==> src/rtl/addr_arb_pkg.sv <==
package addr_arb_pkg;

    // What kind of slot the registered grant represents
    typedef enum logic [1:0] {
        SLOT_IDLE = 2'd0,
        SLOT_PRIO = 2'd1,
        SLOT_RR   = 2'd2
    } slot_kind_e;

    localparam int DEF_NORM_NODES = 8;

    // Position after idx in a ring of n entries
    function automatic int ring_next(input int idx, input int n);
        return (idx >= n - 1) ? 0 : idx + 1;
    endfunction

endpackage

==> src/rtl/arb_rr_pick.sv <==
module arb_rr_pick #(
    parameter int N  = 9,
    parameter int PW = 4
) (
    input  logic [N-1:0]  req,
    input  logic [PW-1:0] start,
    output logic          found,
    output logic [PW-1:0] win_idx
);
    localparam int SW = PW + 1;

    logic [SW-1:0] cand;

    always_comb begin
        found   = 1'b0;
        win_idx = '0;
        cand    = '0;
        for (int k = 0; k < N; k++) begin
            cand = {1'b0, start} + SW'(k);
            if (cand >= SW'(N)) cand = cand - SW'(N);
            if (!found && req[cand[PW-1:0]]) begin
                found   = 1'b1;
                win_idx = cand[PW-1:0];
            end
        end
    end

endmodule

==> src/rtl/arb_grant_reg.sv <==
module arb_grant_reg
    import addr_arb_pkg::*;
#(
    parameter int N  = 9,
    parameter int PW = 4
) (
    input  logic          clk,
    input  logic          rst,
    input  logic          prio_req,
    input  logic          rr_found,
    input  logic [PW-1:0] rr_idx,
    output logic [PW-1:0] ptr,
    output logic [N-1:0]  gnt,
    output slot_kind_e    kind
);
    logic [PW-1:0] ptr_step;

    always_comb begin
        ptr_step = PW'(ring_next(int'(rr_idx), N));
    end

    always_ff @(posedge clk) begin
        if (rst) begin
            gnt  <= '0;
            ptr  <= '0;
            kind <= SLOT_IDLE;
        end else if (prio_req) begin
            gnt        <= '0;
            gnt[N-1]   <= 1'b1;
            kind       <= SLOT_PRIO;
        end else if (rr_found) begin
            gnt         <= '0;
            gnt[rr_idx] <= 1'b1;
            ptr         <= ptr_step;
            kind        <= SLOT_RR;
        end else begin
            gnt  <= '0;
            kind <= SLOT_IDLE;
        end
    end

endmodule

==> src/rtl/arb_cmd_track.sv <==
module arb_cmd_track
    import addr_arb_pkg::*;
(
    input  logic       clk,
    input  logic       rst,
    input  slot_kind_e kind,
    input  logic       cmd_real,
    output logic       cmd_issued
);
    logic slot_live;

    always_comb begin
        slot_live = (kind != SLOT_IDLE);
    end

    always_ff @(posedge clk) begin
        if (rst) cmd_issued <= 1'b0;
        else     cmd_issued <= slot_live && cmd_real;
    end

endmodule

==> src/rtl/addr_arb.sv <==
module addr_arb
    import addr_arb_pkg::*;
#(
    parameter int N_NORM = DEF_NORM_NODES
) (
    input  logic              clk,
    input  logic              rst,
    input  logic [N_NORM-1:0] req_norm,
    input  logic              req_io_hi,
    input  logic              req_io_lo,
    input  logic              cmd_real,
    output logic [N_NORM:0]   gnt,
    output logic              cmd_issued
);
    localparam int NODES = N_NORM + 1;
    localparam int PW    = $clog2(NODES);

    logic [NODES-1:0] rr_req;
    logic [PW-1:0]    ptr;
    logic             rr_found;
    logic [PW-1:0]    rr_idx;
    slot_kind_e       kind;

    always_comb begin
        rr_req = {req_io_lo, req_norm};
    end

    arb_rr_pick #(.N(NODES), .PW(PW)) u_pick (
        .req     (rr_req),
        .start   (ptr),
        .found   (rr_found),
        .win_idx (rr_idx)
    );

    arb_grant_reg #(.N(NODES), .PW(PW)) u_grant (
        .clk      (clk),
        .rst      (rst),
        .prio_req (req_io_hi),
        .rr_found (rr_found),
        .rr_idx   (rr_idx),
        .ptr      (ptr),
        .gnt      (gnt),
        .kind     (kind)
    );

    arb_cmd_track u_track (
        .clk        (clk),
        .rst        (rst),
        .kind       (kind),
        .cmd_real   (cmd_real),
        .cmd_issued (cmd_issued)
    );

endmodule

==> config.mk <==
export PLATFORM = sky130hd
export DESIGN_NAME = addr_arb
export DESIGN_NICKNAME = d
export VERILOG_FILES = /design/src/rtl/addr_arb_pkg.sv /design/src/rtl/arb_rr_pick.sv /design/src/rtl/arb_grant_reg.sv /design/src/rtl/arb_cmd_track.sv /design/src/rtl/addr_arb.sv
export SDC_FILE = /design/constraint.sdc
export NUM_CORES = 1
export LEC_CHECK = 0
export CAP_MARGIN = 20
export CELL_PAD_IN_SITES_DETAIL_PLACEMENT = 1
export CELL_PAD_IN_SITES_GLOBAL_PLACEMENT = 1
export CORE_MARGIN = 3
export CORE_UTILIZATION = 45
export CTS_CLUSTER_SIZE = 12
export DETAILED_ROUTE_END_ITERATION = 12
export PLACE_DENSITY = 0.92
export SKIP_CTS_REPAIR_TIMING = 1
export SLEW_MARGIN = 20
export SYNTH_ARGS = -nofsm -noshare
export SYNTH_HDL_FRONTEND = slang
export SYNTH_SLANG_ARGS = --single-unit
==> constraint.sdc <==
create_clock -name clk -period 5.3 [get_ports clk]
set_input_delay 0.53 -clock clk [delete_from_list [all_inputs] [get_ports clk]]
set_output_delay 0.53 -clock clk [all_outputs]
set_load 0.01 [all_outputs]
[Word-level counts from Yosys, hierarchy flattened]
Cells that the tools add are included.
Operators by class
  $add $sub $neg: 18
  order comparisons: 21
  multiplexer cells: 52
  bitwise operators: 2
  reduce and logical (&&, ||, !) cells: 22
Operators by type and width (number)
  $mux W4: 19
  $lt A4 B5 Y1 const B: 10
  $ge A5 B4 Y1 const B: 8
  $bmux W1 S4: 9
  $sub A4 B4 Y4 const B: 9
  $add A4 B3 Y5 const B: 4
  $mux W1: 20
  $mux W9: 2
  $add A4 B2 Y5 const B: 2
  $logic_and A1 B1 Y1: 10
  $ge A4 B4 Y1 const B: 2
  $logic_not A1 Y1: 8
  $add A4 B1 Y5 const B: 1
  $add A4 B4 Y5 const B: 1
  $add A4 B1 Y4 const B: 1
  $demux W1 S4: 1
  $ge A4 B1 Y1 const B: 1
  $reduce_or A3 Y1: 1
  $mux W2: 1
  $not A1 Y1: 2
  $reduce_and A2 Y1: 1
  $reduce_bool A2 Y1: 1
  $reduce_or A2 Y1: 1
Storage, ports and cells
  register bits after elaboration: 16
  input port bits: 13

[Logic depth before layout (Yosys ltp)]
  word-level depth: 35
  depth in mapped cells: 24

[Modules after synthesis]
Synthesis repeated with hierarchy kept, for this count alone.
Unflattened totals
  cells, all modules: 590
  area, all modules: 4101.4 um2
Modules (own cells, without submodules)
  arb_rr_pick: instances 1, cells an instance 536, area an instance 3508.4 um2, sequential area each 0.0 um2
  arb_grant_reg: instances 1, cells an instance 51, area an instance 556.8 um2, sequential area each 300.3 um2
  arb_cmd_track: instances 1, cells an instance 3, area an instance 36.3 um2, sequential area each 20.0 um2

[Least setup slack after synthesis]
Ideal clock, no wire load.
  path type: flip-flop to flip-flop
  from: register u_grant.ptr[1]
  to: register u_grant.ptr[2]
  library setup time: 122 ps
  data arrival time: 4766 ps
  data required time: 5178 ps
  path slack: 413 ps
  cell stages (with the launch flop): 16
  buffers on the path: 1
  period minus slack after synthesis: 4887 ps
  path through: dfxtp_1 > clkbuf_1 > inv_1 > ha_1 > ha_1 > and3_1 > a211oi_1 > mux2_2 > and3_1 > o21ai_0 > nand2_1 > or3_1 > or3_1 > a221o_1 > o21a_1 > a221o_1
Between the ends
  word-level cells in the longest chain between the ends: 31
  elaborated cells on any way between the ends: 91
  those cells by class: add/sub (18); order compare (10); mux (46); reduce/logical (17)
Ends and longest elaborated chain
  start: declaration: line arb_grant_reg.sv:12  | output logic [PW-1:0] ptr,
  start signal: assignment: line arb_grant_reg.sv:34  | ptr <= ptr_step;
  branches (longest 31 deep; another with $add A4 B1 Y5)
Several ways; the timed one is not identified. The select of a mux whose other input is x is not followed.
A chain may end at the register's enable or synchronous reset.

[Worst setup path in the final report]
  from: register u_grant.ptr[0]
  to: register u_grant.ptr[2]
The elaborated chain is that of the path after synthesis.

==> summary.txt <==
Run status
  • Status: completed

Clock network
  • CTS tree: yes
  • Worst skew pair latency: 0.25 ns
  • Clk buf depth: 2
  • # H-tree levels: 1
  • CTS buffer count: 3
  • Clk sinks: 16
  • Clock slew at reported path FFs: 0.06 ns
  • Root Driver: clkbuf_8

Synthesis
  • Post-synth EDFFs: 0
  • Post-Synth XOR/XNOR Area: 0.03838
  • Post-Synth Adder-Cell Area: 0.07560
  • Synth Area in Simple Gates: 0.2826
  • Predominant post-synthesis flop cell: dfxtp_1
  • #FFs+latches synth: 16
  • Largest family of logic cells by synthesized area: compound AO/OA/AOI/OAI gates
  • Warnings from Yosys: 0
  • Area fraction in compound gates after synthesis: 0.3748
  • Syn Std Cell Area: 4303 um2
  • Cells after Synth: 606
  • Seq/Total Area, Yosys: 0.07444
  • Synth cell types: 91
  • FFs w/ async S/R, synth: 0
  • Mux contribution to synthesized area: 0.08811
  • Syn nets: 645
  • Syn Area/Cell: 7.100 um2

Worst setup path
  • Critical Path AT: 5.08 ns
  • R2R Path Start: u_grant.ptr[0]
  • Crit end category: flip-flop
  • Cells on worst reg2reg path: 16
  • CP delay by family, top: simple AND/OR/NAND/NOR gates
  • Worst EP required: 5.44 ns
  • Setup CP Type: flip-flop to flip-flop
  • Worst path bufs/invs: 2
  • Critical Path Fanout Max: 51
  • Largest stage delay on the critical path: 0.63 ns
  • Most used cell, CP: ha_1
  • Reg2reg end: u_grant.ptr[2]
  • Critical path's slowest cell: nor4b_4
  • Cell chain of the critical path: buf_4 > ha_1 > and2_1 > o22ai_1 > a221oi_1 > or4_1 > o21ai_0 > nor4b_4 > nand4_4 > or3b_2 > nand3_1 > a21oi_1 > nand2_1 > ha_1 > inv_1 > a221o_1
  • Reg-to-reg slack, setup: 0.37 ns
  • CP Launch Point: u_grant.ptr[0]
  • Startpoint Class: flip-flop

STA
  • Minimum clock period: 4.931 ns
  • Fmax: 202.8 MHz
  • Period Utilization, post-route: 0.9305
  • RSZ-0062 raised after global routing: no
  • Slew Limit Fails: 0
  • Sum of negative setup slack: 0 ns
  • Clk_skew: 0.003586 ns
  • Hold_ws: 0.4685 ns
  • Final setup fails: 0
  • Worst Tran Pin Value: 0.7379 ns
  • Post-route setup slack: 0.3686 ns
  • Hold Fails Final Rpt: 0
  • Worst slew margin: 0.5043

Floorplan
  • Die Y: 103.8 um
  • I/O pin cnt: 23
  • Die ar.: 10770 um2
  • Standard-cell rows: 35
  • Die W: 103.8 um
  • Core Area: 9284 um2
  • Initial Util: 0.4635

Hold path
  • Hold Crit Endpoint: u_track.cmd_issued
  • Hold Crit Class: flip-flop to flip-flop
  • Hold path depth: 2
  • Worst hold start: u_grant.kind[0]

Route
  • Vias/cell: 7.023
  • Drt wl/cell: 23.88 um
  • Wirelength, routed: 17.77 mm
  • Final ANT Viol Nets: 0
  • First-pass iteration count of the detailed router: 5
  • DRT iter0 DRCs: 529
  • Total number of vias: 5225
  • DRC viols: 0

Layout
  • Multi-input logic area: 3707 um2
  • Ant. Diodes: 0
  • Cell Count, Final, Fillers Out: 744
  • FF+latch area: 321.6 um2
  • Commonest non-fill, non-tap cell in the layout: nand2_1
  • Area delta synth->final: 10.44%
  • Most frequent cells in the layout: 57 x nand2_1, 44 x nor2_1, 41 x o21ai_0
  • Nets: 655
  • Final Instance Area: 4752 um2
  • Layout cells sized above 1: 0.1089
  • Fill cells: 1226

Global routing
  • Largest net degree at the start of global routing: 52
  • GRT Overall Usage: 0.3213
  • Initial antenna violation count: 0
  • Vias in the first global route: 5267
  • Global-route wire length before repair: 28.57 mm
  • Total gr overflow: 0

Placement
  • Pre-CTS setup slack: 0.5221 ns
  • Post-Place Cell Area: 4688 um2
  • Port bufs: 22
  • DP HPWL: 13.61 mm
  • Dpl cells: 740
  • Final GP Congestion: 1.011

Job
  • Max Cap Viol: 0

Power
  • VDD IR-drop max: 0.0002894 V
  • Static leakage: 1.843 nW
  • Pwr/cell area: 519.0 nW/um2
==> final cells by class <==
cell class              instances  share of cell area
clock buffers                   4             0.01159
repair buffers                 48             0.09005
inverters                      21             0.01659
multi-input cells             526              0.7801
flip-flops and latches         16             0.06767
well taps                     129             0.03397
==> registers in the layout (all words and copies together) (netlist names) <==
register            flops
u_track.cmd_issued      1
u_grant.gnt             9
u_grant.kind            2
u_grant.ptr             4
==> metrics by stage <==
| stage | utilization | power (mW) |
|---|---|---|
| after floorplan | - | 1.670 |
| after global placement | 0.5050 | 2.178 |
| after detailed placement | 0.5050 | 2.283 |
| after CTS | 0.5109 | 2.408 |
| after global routing | 0.5119 | 2.654 |
| final | 0.5119 | 2.466 |
==> worst min-delay path: stages (launching register included) <==
cell and delay [ns]:
dfxtp_1 0.30, nor2_1 0.08, nor3b_1 0.05
==> synth_stat cells, types with 6 or more instances <==
cell      count  area, um2
a211oi_1     12      90.09
a21o_1        6      45.04
a21oi_1      40      200.2
a221oi_1      6      52.55
a31oi_1       7      43.79
and2_1       11      68.82
and3_1        7      43.79
buf_2        17      85.08
clkbuf_1     20      75.07
dfxtp_1      16      320.3
ha_1         26      325.3
inv_1        20      75.07
mux2_2        6      67.56
mux2i_1      21      210.2
nand2_1      57      214.0
nand2b_1      9      56.30
nand3_1      20      100.1
nand4_1       8      50.05
nor2_1       44      165.2
nor2b_1      13      81.33
nor3_1       17      85.08
o211ai_1      9      67.56
o21a_1        6      45.04
o21ai_0      41      205.2
o22ai_1       8      50.05
o31ai_1       9      67.56
or3_1         6      37.54
xnor2_1      13      113.9
==> kinds of logic (layout without fill, tap and decap cells) <==
group	after synthesis	count (layout)
AND/OR/NAND/NOR	227	227
AO/OA/AOI/OAI	223	223
buffers and inverters	64	73
multiplexers	32	32
adder cells (fa/ha/maj)	26	26
XOR/XNOR	18	18
flip-flops	16	16
==> routing by layer <==
| layer | vias to the layer above | track usage | wire, um |
|---|---|---|---|
| met5 | - | 0 | 0 |
| met2 | 277 | 0.5393 | 8374 |
| met1 | 2554 | 0.4286 | 7188 |
| li1 | 2340 | - | - |
| met4 | 0 | 0.1197 | 570 |
| met3 | 54 | 0.02928 | 1637 |
==> power breakdown <==
group / internal, mW / total, mW / leakage, nW / switching, mW
sequential: 0.146 / 0.159 / 0.131 / 0.0130
clock: 0.0659 / 0.109 / 0.0288 / 0.0428
combinational: 0.815 / 2.20 / 1.68 / 1.38
==> worst max-delay path by stage <==
stage,endpoint,slack (ns),cells past startpoint
6_report,u_grant.ptr[2],0.37,16
5_1_grt,u_grant.ptr[2],0.03,17
4_1_cts,u_grant.ptr[2],0.49,16
3_5_place_dp,u_grant.ptr[2],0.52,16
3_3_place_gp,u_grant.ptr[2],0.72,18
2_1_floorplan,u_grant.ptr[2],0.41,15
Power figures use the tool's default switching activity.
